`src/rtl/hrp_pkg.sv`:
```
package hrp_pkg;

  localparam int unsigned BUS_W   = 8;
  localparam int unsigned IDX_W   = 3;
  localparam int unsigned X_W     = 9;
  localparam int unsigned Y_W     = 8;
  localparam int unsigned ROW_LEN = 320;
  localparam int unsigned ROWS    = 240;
  localparam int unsigned PA_W    = 17;

  typedef enum logic [IDX_W-1:0] {
    IDX_XLO  = 3'd0,
    IDX_XHI  = 3'd1,
    IDX_Y    = 3'd2,
    IDX_PIX  = 3'd3,
    IDX_SCRL = 3'd4,
    IDX_CTRL = 3'd5
  } reg_idx_e;

  // Linear framebuffer address of a pixel.
  function automatic logic [PA_W-1:0] pix_addr(input logic [X_W-1:0] x,
                                               input logic [Y_W-1:0] y);
    logic [PA_W-1:0] row_base;
    row_base = PA_W'(y) * PA_W'(ROW_LEN);
    return row_base + PA_W'(x);
  endfunction

  // Column after an auto-advance, returning to zero at the row end.
  function automatic logic [X_W-1:0] x_step(input logic [X_W-1:0] x);
    if (x >= X_W'(ROW_LEN - 1)) return '0;
    return x + X_W'(1);
  endfunction

  // Scroll offset folded into the visible line range.
  function automatic logic [Y_W-1:0] scroll_fold(input logic [Y_W-1:0] v);
    if (v >= Y_W'(ROWS)) return v - Y_W'(ROWS);
    return v;
  endfunction

endpackage

```
`src/rtl/hrp_strobe_sync.sv`:
```
module hrp_strobe_sync #(
  parameter int unsigned SYNC_STAGES = 2,
  parameter int unsigned SETTLE_CYC  = 1
) (
  input  logic clk,
  input  logic rst_n,
  input  logic wr_n_async,
  output logic fall_o,
  output logic busy_o,
  output logic sample_o
);

  localparam int unsigned CNT_W = (SETTLE_CYC > 1) ? $clog2(SETTLE_CYC) : 1;

  logic [SYNC_STAGES-1:0] sync_q;
  logic                   prev_q;
  logic                   busy_q;
  logic [CNT_W-1:0]       cnt_q;
  logic                   strobe_s;

  assign strobe_s = sync_q[SYNC_STAGES-1];

  generate
    if (SYNC_STAGES == 1) begin : g_one
      always_ff @(posedge clk) begin
        if (!rst_n) sync_q <= '1;
        else        sync_q <= wr_n_async;
      end
    end else begin : g_chain
      always_ff @(posedge clk) begin
        if (!rst_n) sync_q <= '1;
        else        sync_q <= {sync_q[SYNC_STAGES-2:0], wr_n_async};
      end
    end
  endgenerate

  always_ff @(posedge clk) begin
    if (!rst_n) prev_q <= 1'b1;
    else        prev_q <= strobe_s;
  end

  assign fall_o   = prev_q & ~strobe_s;
  assign sample_o = busy_q && (cnt_q == '0);
  assign busy_o   = busy_q;

  always_ff @(posedge clk) begin
    if (!rst_n) begin
      busy_q <= 1'b0;
      cnt_q  <= '0;
    end else if (sample_o) begin
      busy_q <= 1'b0;
    end else if (busy_q) begin
      cnt_q <= cnt_q - CNT_W'(1);
    end else if (fall_o) begin
      busy_q <= 1'b1;
      cnt_q  <= CNT_W'(SETTLE_CYC - 1);
    end
  end

endmodule

```
`src/rtl/hrp_regfile.sv`:
```
module hrp_regfile
  import hrp_pkg::*;
(
  input  logic             clk,
  input  logic             rst_n,
  input  logic             sample_i,
  input  logic [IDX_W-1:0] idx_i,
  input  logic [BUS_W-1:0] data_i,
  output logic [X_W-1:0]   x_o,
  output logic [Y_W-1:0]   y_o,
  output logic [Y_W-1:0]   scroll_o,
  output logic             hires_o,
  output logic             autoinc_o,
  output logic             pix_evt_o
);

  logic [X_W-1:0] x_q;
  logic [Y_W-1:0] y_q;
  logic [Y_W-1:0] scroll_q;
  logic           hires_q;
  logic           autoinc_q;

  assign pix_evt_o = sample_i && (idx_i == IDX_PIX);

  always_ff @(posedge clk) begin
    if (!rst_n) begin
      x_q       <= '0;
      y_q       <= '0;
      scroll_q  <= '0;
      hires_q   <= 1'b0;
      autoinc_q <= 1'b0;
    end else if (sample_i) begin
      case (idx_i)
        IDX_XLO:  x_q[7:0]  <= data_i;
        IDX_XHI:  x_q[8]    <= data_i[0];
        IDX_Y:    y_q       <= data_i;
        IDX_PIX:  if (autoinc_q) x_q <= x_step(x_q);
        IDX_SCRL: scroll_q  <= scroll_fold(data_i);
        IDX_CTRL: begin
          hires_q   <= data_i[0];
          autoinc_q <= data_i[1];
        end
        default: ;
      endcase
    end
  end

  assign x_o       = x_q;
  assign y_o       = y_q;
  assign scroll_o  = scroll_q;
  assign hires_o   = hires_q;
  assign autoinc_o = autoinc_q;

endmodule

```
`src/rtl/hrp_pix_req.sv`:
```
module hrp_pix_req
  import hrp_pkg::*;
(
  input  logic             clk,
  input  logic             rst_n,
  input  logic             pix_evt_i,
  input  logic [X_W-1:0]   x_i,
  input  logic [Y_W-1:0]   y_i,
  input  logic [BUS_W-1:0] data_i,
  output logic             we_o,
  output logic [PA_W-1:0]  addr_o,
  output logic [BUS_W-1:0] data_o
);

  always_ff @(posedge clk) begin
    if (!rst_n) begin
      we_o   <= 1'b0;
      addr_o <= '0;
      data_o <= '0;
    end else begin
      we_o <= pix_evt_i;
      if (pix_evt_i) begin
        addr_o <= pix_addr(x_i, y_i);
        data_o <= data_i;
      end
    end
  end

endmodule

```
`src/rtl/host_reg_port.sv`:
```
module host_reg_port
  import hrp_pkg::*;
#(
  parameter int unsigned SYNC_STAGES = 2,
  parameter int unsigned SETTLE_CYC  = 1
) (
  input  logic             clk,
  input  logic             rst_n,
  input  logic             host_wr_n,
  input  logic [IDX_W-1:0] host_idx,
  input  logic [BUS_W-1:0] host_data,
  output logic [X_W-1:0]   x_o,
  output logic [Y_W-1:0]   y_o,
  output logic [Y_W-1:0]   scroll_o,
  output logic             hires_o,
  output logic             autoinc_o,
  output logic             px_we_o,
  output logic [PA_W-1:0]  px_addr_o,
  output logic [BUS_W-1:0] px_data_o
);

  logic fall_evt;
  logic settle_busy;
  logic sample_evt;
  logic pix_evt;

  hrp_strobe_sync #(
    .SYNC_STAGES (SYNC_STAGES),
    .SETTLE_CYC  (SETTLE_CYC)
  ) u_sync (
    .clk        (clk),
    .rst_n      (rst_n),
    .wr_n_async (host_wr_n),
    .fall_o     (fall_evt),
    .busy_o     (settle_busy),
    .sample_o   (sample_evt)
  );

  hrp_regfile u_regs (
    .clk       (clk),
    .rst_n     (rst_n),
    .sample_i  (sample_evt),
    .idx_i     (host_idx),
    .data_i    (host_data),
    .x_o       (x_o),
    .y_o       (y_o),
    .scroll_o  (scroll_o),
    .hires_o   (hires_o),
    .autoinc_o (autoinc_o),
    .pix_evt_o (pix_evt)
  );

  hrp_pix_req u_req (
    .clk       (clk),
    .rst_n     (rst_n),
    .pix_evt_i (pix_evt),
    .x_i       (x_o),
    .y_i       (y_o),
    .data_i    (host_data),
    .we_o      (px_we_o),
    .addr_o    (px_addr_o),
    .data_o    (px_data_o)
  );

endmodule

```
`config.mk`:
```
export PLATFORM = sky130hd
export DESIGN_NAME = host_reg_port
export DESIGN_NICKNAME = d
export VERILOG_FILES = /design/src/rtl/hrp_pkg.sv /design/src/rtl/hrp_strobe_sync.sv /design/src/rtl/hrp_regfile.sv /design/src/rtl/hrp_pix_req.sv /design/src/rtl/host_reg_port.sv
export SDC_FILE = /design/constraint.sdc
export NUM_CORES = 1
export LEC_CHECK = 0
export BUFFER_PORTS_ARGS = -buffer_cell sky130_fd_sc_hd__buf_2
export CORE_UTILIZATION = 40
export CTS_CLUSTER_DIAMETER = 100
export DETAILED_ROUTE_END_ITERATION = 10
export SYNTH_ARGS = -nofsm -noshare
export SYNTH_HDL_FRONTEND = slang
export SYNTH_SLANG_ARGS = --single-unit
```
`constraint.sdc`:
```
create_clock -name clk -period 2.9 [get_ports clk]
set_input_delay 0.435 -clock clk [delete_from_list [all_inputs] [get_ports clk]]
set_output_delay 0.435 -clock clk [all_outputs]
set_load 0.005 [all_outputs]
```
==> After elaboration in Yosys (flattened, before gate mapping) <==
Cells that the tools add are included.
{ "totals": {"reg_bits": 58, "input_bits": 14, "out_inout_bits": 53, "elab_cells": 64} }
{ "classes": {"add_sub_neg": 4, "mul": 1, "magnitude_cmp": 2, "n_eq_ne": 6, "n_mux": 20, "n_bitwise": 5, "n_reduce_logical": 13} }
{ "ops": {"columns": ["operator", "n"], "rows": [
  ["9-bit two-way mux", 3],
  ["17-bit by 9-bit adder with 17-bit output", 1],
  ["8-bit two-way mux", 2],
  ["8-bit one-hot mux with 2 select lines", 1],
  ["1-bit two-way mux", 13],
  ["8-bit by 3-bit multiplier with 11-bit output (second input constant)", 1],
  ["9-bit by 1-bit adder with 9-bit output (second input constant)", 1],
  ["9-bit >= comparator (second input constant)", 1],
  ["8-bit >= comparator (second input constant)", 1],
  ["2-bit AND reduction", 4],
  ["8-bit subtractor (second input constant)", 1],
  ["3-bit by 2-bit equality test with 1-bit output (second input constant)", 2],
  ["3-bit equality test (second input constant)", 2],
  ["3-bit AND reduction", 2],
  ["2-bit nonzero test", 3],
  ["1-bit NOT", 4],
  ["3-bit by 1-bit equality test with 1-bit output (second input constant)", 1],
  ["3-bit logical NOT", 1],
  ["1-bit logical AND", 2],
  ["2-bit by 1-bit != test with 1-bit output (second input constant)", 1],
  ["1-bit one-hot mux with 2 select lines", 1],
  ["2-bit OR reduction", 1],
  ["1-bit bitwise AND", 1],
  ["1-bit subtractor (second input constant)", 1]
]} }

==> Longest topological paths before layout <==
Gate-level depths: netlist of run 1.
{ "depth": {"word_depth": 9, "ltp_mapped": 10, "mapped_depth_nobuf": 10} }

==> By module <==
A second synthesis of run 1 with hierarchy kept.
{ "hier_totals": {"hier_cells": 314, "hier_area_um2": 3054.2} }
{ "by_module_without_submodules": {"columns": ["module", "n_inst", "cells_per_inst", "area_each_um2", "seq_area_each_um2"], "rows": [
  ["hrp_pix_req", 1, 148, 1476.4, 520.5],
  ["hrp_regfile", 1, 152, 1416.4, 540.5],
  ["hrp_strobe_sync", 1, 14, 161.4, 100.1]
]} }

==> Least setup slack after synthesis of run 1 <==
No wires, ideal clock.
{ "synth_timing": {"path_type": "reg2reg", "startpoint": "register u_regs.y_q[1], in the netlist u_regs.y_o[1]", "endpoint": "register u_req.addr_o[15]", "setup_time_ps": 134, "t_arrival_ps": 2580, "required_ps": 2766, "slack_ps": 186, "stages_incl_launch_ff": 10, "path_buffers": 0, "period_less_slack_ps": 2714, "path_cell_list": "dfxtp_1 -> ha_1 -> ha_1 -> inv_1 -> fa_1 -> or4b_1 -> nor4_1 -> nand4b_1 -> xnor2_1 -> a21oi_1"} }
{ "synth_via": {"elab_chain_len": 2} }
{ "synth_lines": {"columns": ["element", "line", "source"], "rows": [
  ["start, declared", "hrp_regfile.sv:18", "logic [Y_W-1:0] y_q;"],
  ["start signal, assigned", "hrp_regfile.sv:36", "IDX_Y: y_q <= data_i;"],
  ["8-bit by 3-bit multiplier with 11-bit output", "hrp_pkg.sv:24", "row_base = PA_W'(y) * PA_W'(ROW_LEN);"],
  ["17-bit by 9-bit adder with 17-bit output", "hrp_pkg.sv:25", "return row_base + PA_W'(x);"],
  ["end signal, assigned", "hrp_pix_req.sv:23", "addr_o <= pix_addr(x_i, y_i);"],
  ["end, declared", "hrp_pix_req.sv:11", "output logic [PA_W-1:0] addr_o,"]
]} }
No other way between the ends.
A chain may end at the register's enable or synchronous reset.

==> Final worst setup path of run 1 <==
{ "layout_timing": {"startpoint": "register u_regs.y_q[3], in the netlist u_regs.y_o[3]", "endpoint": "register u_req.addr_o[15]"} }
The elaborated chain is that of the path after synthesis.

==> results of run 1 <==
repair_timing:
item	CTS	global route
setup buffers	0	0
resized for setup	0	2
setup endpoints to repair	0	2
endpoints found under the hold margin	0	0
per-layer routing:
layer / up-vias / track usage / part of all wire
met5: - / 0 / 0
met4: 0 / 0.0484 / 0.0054
met3: 4 / 0.0672 / 0.062
met2: 79 / 0.296 / 0.44
met1: 1206 / 0.245 / 0.49
li1: 1330 / - / -
sequential cells by signal, summed over array words and instances (netlist names), 2 cells and up:
| register | count |
|---|---|
| u_req.addr_o | 17 |
| u_sync.sync_q | 2 |
| u_regs.y_o | 8 |
| u_regs.scroll_o | 8 |
| u_req.data_o | 8 |
| u_regs.x_o | 9 |
synth_stat cells, drive strengths merged, types with 2 or more instances:
master  count  area, µm²
nand3b      2       15.0
or2         2       12.5
o22ai       5       31.3
o21ai      13       65.1
nor4        4       25.0
fa          2       40.0
dfxtp      58       1160
nand4       3       18.8
mux2i      14        140
nand3      12       60.1
nor2b      18        113
a21o        3       23.8
inv         9       33.8
xnor2       8       70.1
a22oi       2       15.0
a21boi     22        165
and2        6       37.5
or4b        2       20.0
o211a       6       60.1
nand2      56        210
a221oi      2       17.5
a211oi      5       37.5
nand2b      7       43.8
a21oi       8       40.0
xor2        4       35.0
ha         17        213
nor2       13       48.8
nor3        5       25.0
clkbuf     15       56.3
a31oi       2       18.8
nor3b       2       15.0
how the worst max path moves through the flow:
stage                               start                            end  slack (ns)  cells after the start
2_1_floorplan  u_regs.y_o[1]$_SDFFE_PN0P_  u_req.addr_o[15]$_SDFFE_PN0P_        0.19                      9
3_3_place_gp   u_regs.y_o[3]$_SDFFE_PN0P_  u_req.addr_o[15]$_SDFFE_PN0P_        0.12                      9
3_5_place_dp   u_regs.y_o[3]$_SDFFE_PN0P_  u_req.addr_o[15]$_SDFFE_PN0P_        0.03                      9
4_1_cts        u_regs.y_o[3]$_SDFFE_PN0P_  u_req.addr_o[15]$_SDFFE_PN0P_        0.02                      9
5_1_grt        u_regs.y_o[3]$_SDFFE_PN0P_  u_req.addr_o[15]$_SDFFE_PN0P_        0.02                      9
6_report       u_regs.y_o[3]$_SDFFE_PN0P_  u_req.addr_o[15]$_SDFFE_PN0P_        0.16                      9
power groups by stage:
stage	clock network, mW	registers, mW	logic, mW
floorplan	0	0.822	0.0412
global placement	0	0.822	0.0750
detailed placement	0	0.822	0.0758
CTS	0.936	0.804	0.0759
global route	0.970	0.804	0.0827
finish	0.916	0.804	0.0754
worst max-delay path, cell delays in order (launching register included):
cell and delay, ns:
dfxtp_1 0.38, ha_1 0.25, ha_1 0.23, inv_1 0.07
fa_1 0.45, or4b_1 0.62, nor4_4 0.20, nand4b_1 0.16
xnor2_1 0.17, a21oi_1 0.08
final cells by class:
class | count | area [µm²] | area share
Sequential cell | 58 | 1160 | 0.315
Tap cell | 99 | 124 | 0.0336
Timing Repair Buffer | 74 | 390 | 0.106
Clock buffer | 12 | 145 | 0.0394
Inverter | 9 | 33.8 | 0.00916
Clock inverter | 4 | 98.8 | 0.0268
Multi-Input combinational cell | 256 | 1730 | 0.470
cell families (layout without fill, tap and decap cells):
group | Yosys count | count (layout) | synth area share
compound gates | 74 | 74 | 0.180
xor+xnor | 12 | 12 | 0.0353
fa+ha+maj | 19 | 19 | 0.0850
buf+inv | 25 | 99 | 0.0320
flops | 58 | 58 | 0.390
mux | 14 | 14 | 0.0471
simple gates | 137 | 137 | 0.230
through the flow:
stage	hold slack (ns)	power [mW]	area, µm²
after floorplan	0.386	0.863	2970
after global placement	0.392	0.897	3430
after detailed placement	0.396	0.898	3430
after CTS	0.274	1.82	3670
after global routing	0.274	1.86	3690
final	0.281	1.80	3690
==> summary.md, run 1 <==
| Metric | Value |
|---|---|
| Ys async rst share | `0` |
| VDD IR max | `roughly 0.34 mV` |
| Wirelength per Cell | `13.7 µm` |
| CTS tree | `yes` |
| Flop pwr share | `0.448` |
| Worst slew pin tran | `slightly above 0.6 ns` |
| Post-synthesis net count | `roughly 370` |
| Slew Viols, Final | `0` |
| Setup violators final | `0` |
| # IOs | `67` |
| PwrDens | `487 nW/µm²` |
| Starting DRT DRC Count | `172` |
| Final global-route overflow total | `0` |
| Clock transition at the registers of the reported paths | `0.07 ns` |
| Setup TNS | `0 ns` |
| Vias in the first global route | `2,261` |
| Pre-CTS WS | `0.0301 ns` |
| Initial core utilization | `0.412` |
| Via count | `2,619` |
| Largest net degree at the start of global routing | `35` |
| Die area | `approximately 8000 µm²` |
| Area delta synth->final | `23.9%` |
| Most frequent cells in the layout | `66 x buf_2, 58 x dfxtp_1, 56 x nand2_1` |
| DP Wirelength | `approximately 4900 µm` |
| Net Sw Frac | `0.205` |
| Final cell count without fillers | `512` |
| CP arrival | `2.95 ns` |
| Root buffer cell | `clkbuf_8` |
| Worst Hold Launch | `host_wr_n` |
| Num rows | `31` |
| Main flop type after synthesis | `dfxtp_1` |
| Seq cells post-synth | `58` |
| Worst EP required | `3.11 ns` |
| Failing checks | `design-rule violations` |
| Leak | `1.67 nW` |
| Final Hold Vio Count | `0` |
| Buffer depth of the longest clock path | `2` |
| Overall global routing resource usage | `0.188` |
| GP Congestion | `0.817` |
| Mapped cell area | `2970 µm²` |
| Total CTS buffers | `9` |
| Post-DRT Antenna Nets | `0` |
| Reg2reg start | `u_regs.y_o[3]$_SDFFE_PN0P_` |
| Worst reg2reg setup slack | `around 0.16 ns` |
| Die height | `88.2 µm` |
| Worst skew pair latency | `around 0.34 ns` |
| Initial antenna violation count | `0` |
| Minimum clock period | `2.74 ns` |
| Die Wd | `around 90 µm` |
| FF-to-FF path depth | `9` |
| Clock Sinks | `between 50 and 60` |
| Max-Cap Viols | `0` |
| Synth Area per Inst | `8.77 µm²` |
| Sequential area share after synthesis | `0.390` |
| RSZ-0062 raised after global routing | `no` |
| Fraction of layout cells with a size suffix above 1 | `0.225` |
| Post-route clock period utilization | `0.944` |
| Outcome | `complete, but fails checks` |
| CP max FO | `4` |
| Buffers on Ports | `66` |
| Filler cells | `726` |
| DRC Markers | `2` |
| Worst Hold Class | `in -> reg` |
| Hold path depth | `2` |
| Hold-fix buffers, CTS | `0` |
| Slew Limit Headroom | `0.588` |
| Most common cell after layout, fill and taps aside | `buf_2` |
| 1st-pass router iterations | `7` |
| Critical path endpoint category | `flop` |
| Clock Power Share | `0.510` |
| Reg-to-reg critical path endpoint | `u_req.addr_o[15]$_SDFFE_PN0P_` |
| Final worst slack | `0.162 ns` |
| Psw | `between 300 and 400 µW` |
| H-tree depth | `3` |
| Unique masters post-synth | `46` |
| WHS Endpoint | `u_sync.sync_q[0]$_SDFF_PN1_` |
| Vias/cell | `5.12` |
| Ant. Diodes | `0` |
| Fin util | `0.511` |
| Part of the power in combinational logic | `0.042` |
| Yosys warnings | `0` |
| Crit start category | `flop` |
| Crit Path Class | `reg -> reg` |
| Mapped Cells | `339` |
| Total core area | `7210 µm²` |
| Internal Power | `1.43 mW` |
| Layout Skew | `0.00671 ns` |
| Fin nets | `441` |
| First-pass GRT wire length | `11,000 µm` |
| Post-synth EDFFs | `0` |
| Fmax | `365 MHz` |
| Final wirelength | `7000 µm` |
| DP Cell Count | `a little under 500` |
No activity file was read; power rests on OpenSTA's default activity.
==> inputs of run 2 (changes only) <==
- CORE_UTILIZATION: 40 -> 54
- PLACE_DENSITY: unset -> 0.8
==> summary.md, run 2 (synthesis gave the netlist of run 1 again) <==
| Metric | Value |
|---|---|
| Total core area | `5200 µm²` |
| CP max FO | `4` |
| Max reg flops | `17` |
| Clock Sinks | `58` |
| Slew Viols, Final | `0` |
| Net Sw Frac | `0.205` |
| Largest net degree at the start of global routing | `36` |
| Post-CTS Setup Inserts | `0` |
| Die height | `76.2 µm` |
| 1st-pass router iterations | `4` |
| Initial antenna violation count | `0` |
| Via count | `2,647` |
| Hold-fix buffers, CTS | `0` |
| Die area | `5810 µm²` |
| Slew Limit Headroom | `0.610` |
| CP arrival | `2.94 ns` |
| Overall global routing resource usage | `0.256` |
| Post-route clock period utilization | `0.945` |
| CP Capture Point | `u_req.addr_o[15]$_SDFFE_PN0P_` |
| Reg-to-reg critical path endpoint | `u_req.addr_o[15]$_SDFFE_PN0P_` |
| Most common cell after layout, fill and taps aside | `buf_2` |
| Vias/cell | `5.49` |
| Wirelength per Cell | `between 10 and 15 µm` |
| Final Hold Vio Count | `0` |
| Slowest stage delay, CP | `0.59 ns` |
| # IOs | `67` |
| Layout Skew | `0.00842 ns` |
| Num rows | `26` |
| Final wirelength | `6850 µm` |
| VDD IR max | `0.393 mV` |
| Total power | `1.77 mW` |
| Clock transition at the registers of the reported paths | `roughly 0.070 ns` |
| Crit Path Class | `reg -> reg` |
| Buffer depth of the longest clock path | `2` |
| Setup TNS | `0 ns` |
| Outcome | `completed` |
| Minimum clock period | `2.74 ns` |
| Max-Cap Viols | `0` |
| Worst skew pair latency | `approximately 0.33 ns` |
| Most frequent cells in the layout | `66 x buf_2, 58 x dfxtp_1, 56 x nand2_1` |
| H-tree depth | `3` |
| Most frequent CP cell | `ha_1` |
| PwrDens | `486 nW/µm²` |
| RSZ-0062 raised after global routing | `no` |
| Final cell count without fillers | `482` |
| Final worst slack | `0.158 ns` |
| Clock Power Share | `0.505` |
| Setup violators final | `0` |
| Post-DRT Antenna Nets | `0` |
| Worst slew pin tran | `about 0.58 ns` |
| DP Cell Count | `466` |
| Pre-CTS WS | `0.00681 ns` |
| Ant. Diodes | `0` |
| Root buffer cell | `clkbuf_8` |
| Largest Register | `u_req.addr_o` |
| Total CTS buffers | `9` |
| Fin nets | `440` |
| Psw | `363 µW` |
| Starting DRT DRC Count | `roughly 120` |
| First-pass GRT wire length | `roughly 12,000 µm` |
| Worst setup startpoint | `u_regs.y_o[3]$_SDFFE_PN0P_` |
| Crit start category | `flop` |
| Worst reg2reg setup slack | `0.16 ns` |
| CTS tree | `yes` |
| Worst Hold Class | `in -> reg` |
| GP Congestion | `0.865` |
| Part of the power in combinational logic | `0.042` |
| Vias in the first global route | `2,564` |
| Reg2reg start | `u_regs.y_o[3]$_SDFFE_PN0P_` |
| Buffers on Ports | `66` |
| Slowest-stage cell, CP | `or4b_4` |
| Leak | `1.67 nW` |
| Flop pwr share | `0.454` |
| Fmax | `365 MHz` |
| DRC Markers | `0` |
| Worst EP required | `3.10 ns` |
| Initial core utilization | `0.571` |
| Fraction of layout cells with a size suffix above 1 | `0.231` |
| Internal Power | `1.41 mW` |
| Final global-route overflow total | `0` |
| FF-to-FF path depth | `9` |
| DP Wirelength | `4800 µm` |
| Area delta synth->final | `22.7%` |
| Critical path endpoint category | `flop` |
| Die Wd | `roughly 76 µm` |
| Worst path cell trace | `ha_1 > ha_1 > inv_1 > fa_1 > or4b_4 > nor4_4 > nand4b_1 > xnor2_1 > a21oi_1` |
[run 2: cell count changes in the layout (fill, tap and decap cells not counted)]
cell,change
bufinv_16,-1
or4b_4,+1
buf_4,-1
clkbuf_1,-2
clkbuf_8,+3
or4b_1,-1
[run 2: worst min path at each step]
| stage | startpoint | endpoint | cells after the start |
|---|---|---|---|
| final | host_wr_n | u_sync.sync_q[0]$_SDFF_PN1_ | 2 |
| after global routing | host_wr_n | u_sync.sync_q[0]$_SDFF_PN1_ | 2 |
| after CTS | host_wr_n | u_sync.sync_q[0]$_SDFF_PN1_ | 2 |
| after detailed placement | u_sync.sync_q[0]$_SDFF_PN1_ | u_sync.sync_q[1]$_SDFF_PN1_ | 1 |
| after global placement | u_sync.sync_q[0]$_SDFF_PN1_ | u_sync.sync_q[1]$_SDFF_PN1_ | 1 |
| after floorplan | u_sync.sync_q[0]$_SDFF_PN1_ | u_sync.sync_q[1]$_SDFF_PN1_ | 1 |
[run 2: cell type report]
cell class,count,area (µm²)
clock buffer,13,179
clock inverter,3,68.8
fill,446,1560
inverter,9,33.8
multi-input combinational,256,1740
sequential,58,1160
tap,70,87.6
timing repair buffer,73,383
[run 2: critical path: cells and delay by family (launching register included)]
family	cells	cell delay, ns
and+or+nand+nor	3	0.98
adders and majority gates	3	0.93
AOI/OAI and AO/OA	1	0.08
DFF	1	0.38
xor gates and xnor gates	1	0.17
buffers and inverters	1	0.07
[run 2: timing repair]
action | CTS | global route
resized for setup | 1 | 2
endpoints found under the hold margin | 0 | 0
endpoints found under the setup margin | 1 | 2
[run 2: power by group through the flow]
stage,Combinational (mW),Clock [mW],Sequential [mW]
6_report,0.0742,0.895,0.805
5_1_grt,0.0826,0.962,0.804
4_1_cts,0.0741,0.913,0.804
3_5_place_dp,0.0741,0,0.822
3_3_place_gp,0.0719,0,0.822
2_1_floorplan,0.0412,0,0.822
[run 2: per-stage QoR]
| step | instance area (µm²) | hold slack, ns | util |
|---|---|---|---|
| after global routing | 3650 | 0.284 | 0.701 |
| after detailed placement | 3380 | 0.395 | 0.650 |
| after floorplan | 2970 | 0.386 | - |
| after global placement | 3380 | 0.400 | 0.650 |
| after CTS | 3640 | 0.265 | 0.699 |
| final | 3650 | 0.277 | 0.701 |
[run 2: metal layers]
layer | up-vias | GRT usage | part of all wire
met5 | - | 0 | 0
met4 | 0 | 0.0788 | 0.0095
met3 | 8 | 0.0731 | 0.062
met2 | 84 | 0.434 | 0.47
met1 | 1218 | 0.313 | 0.46
li1 | 1337 | - | -
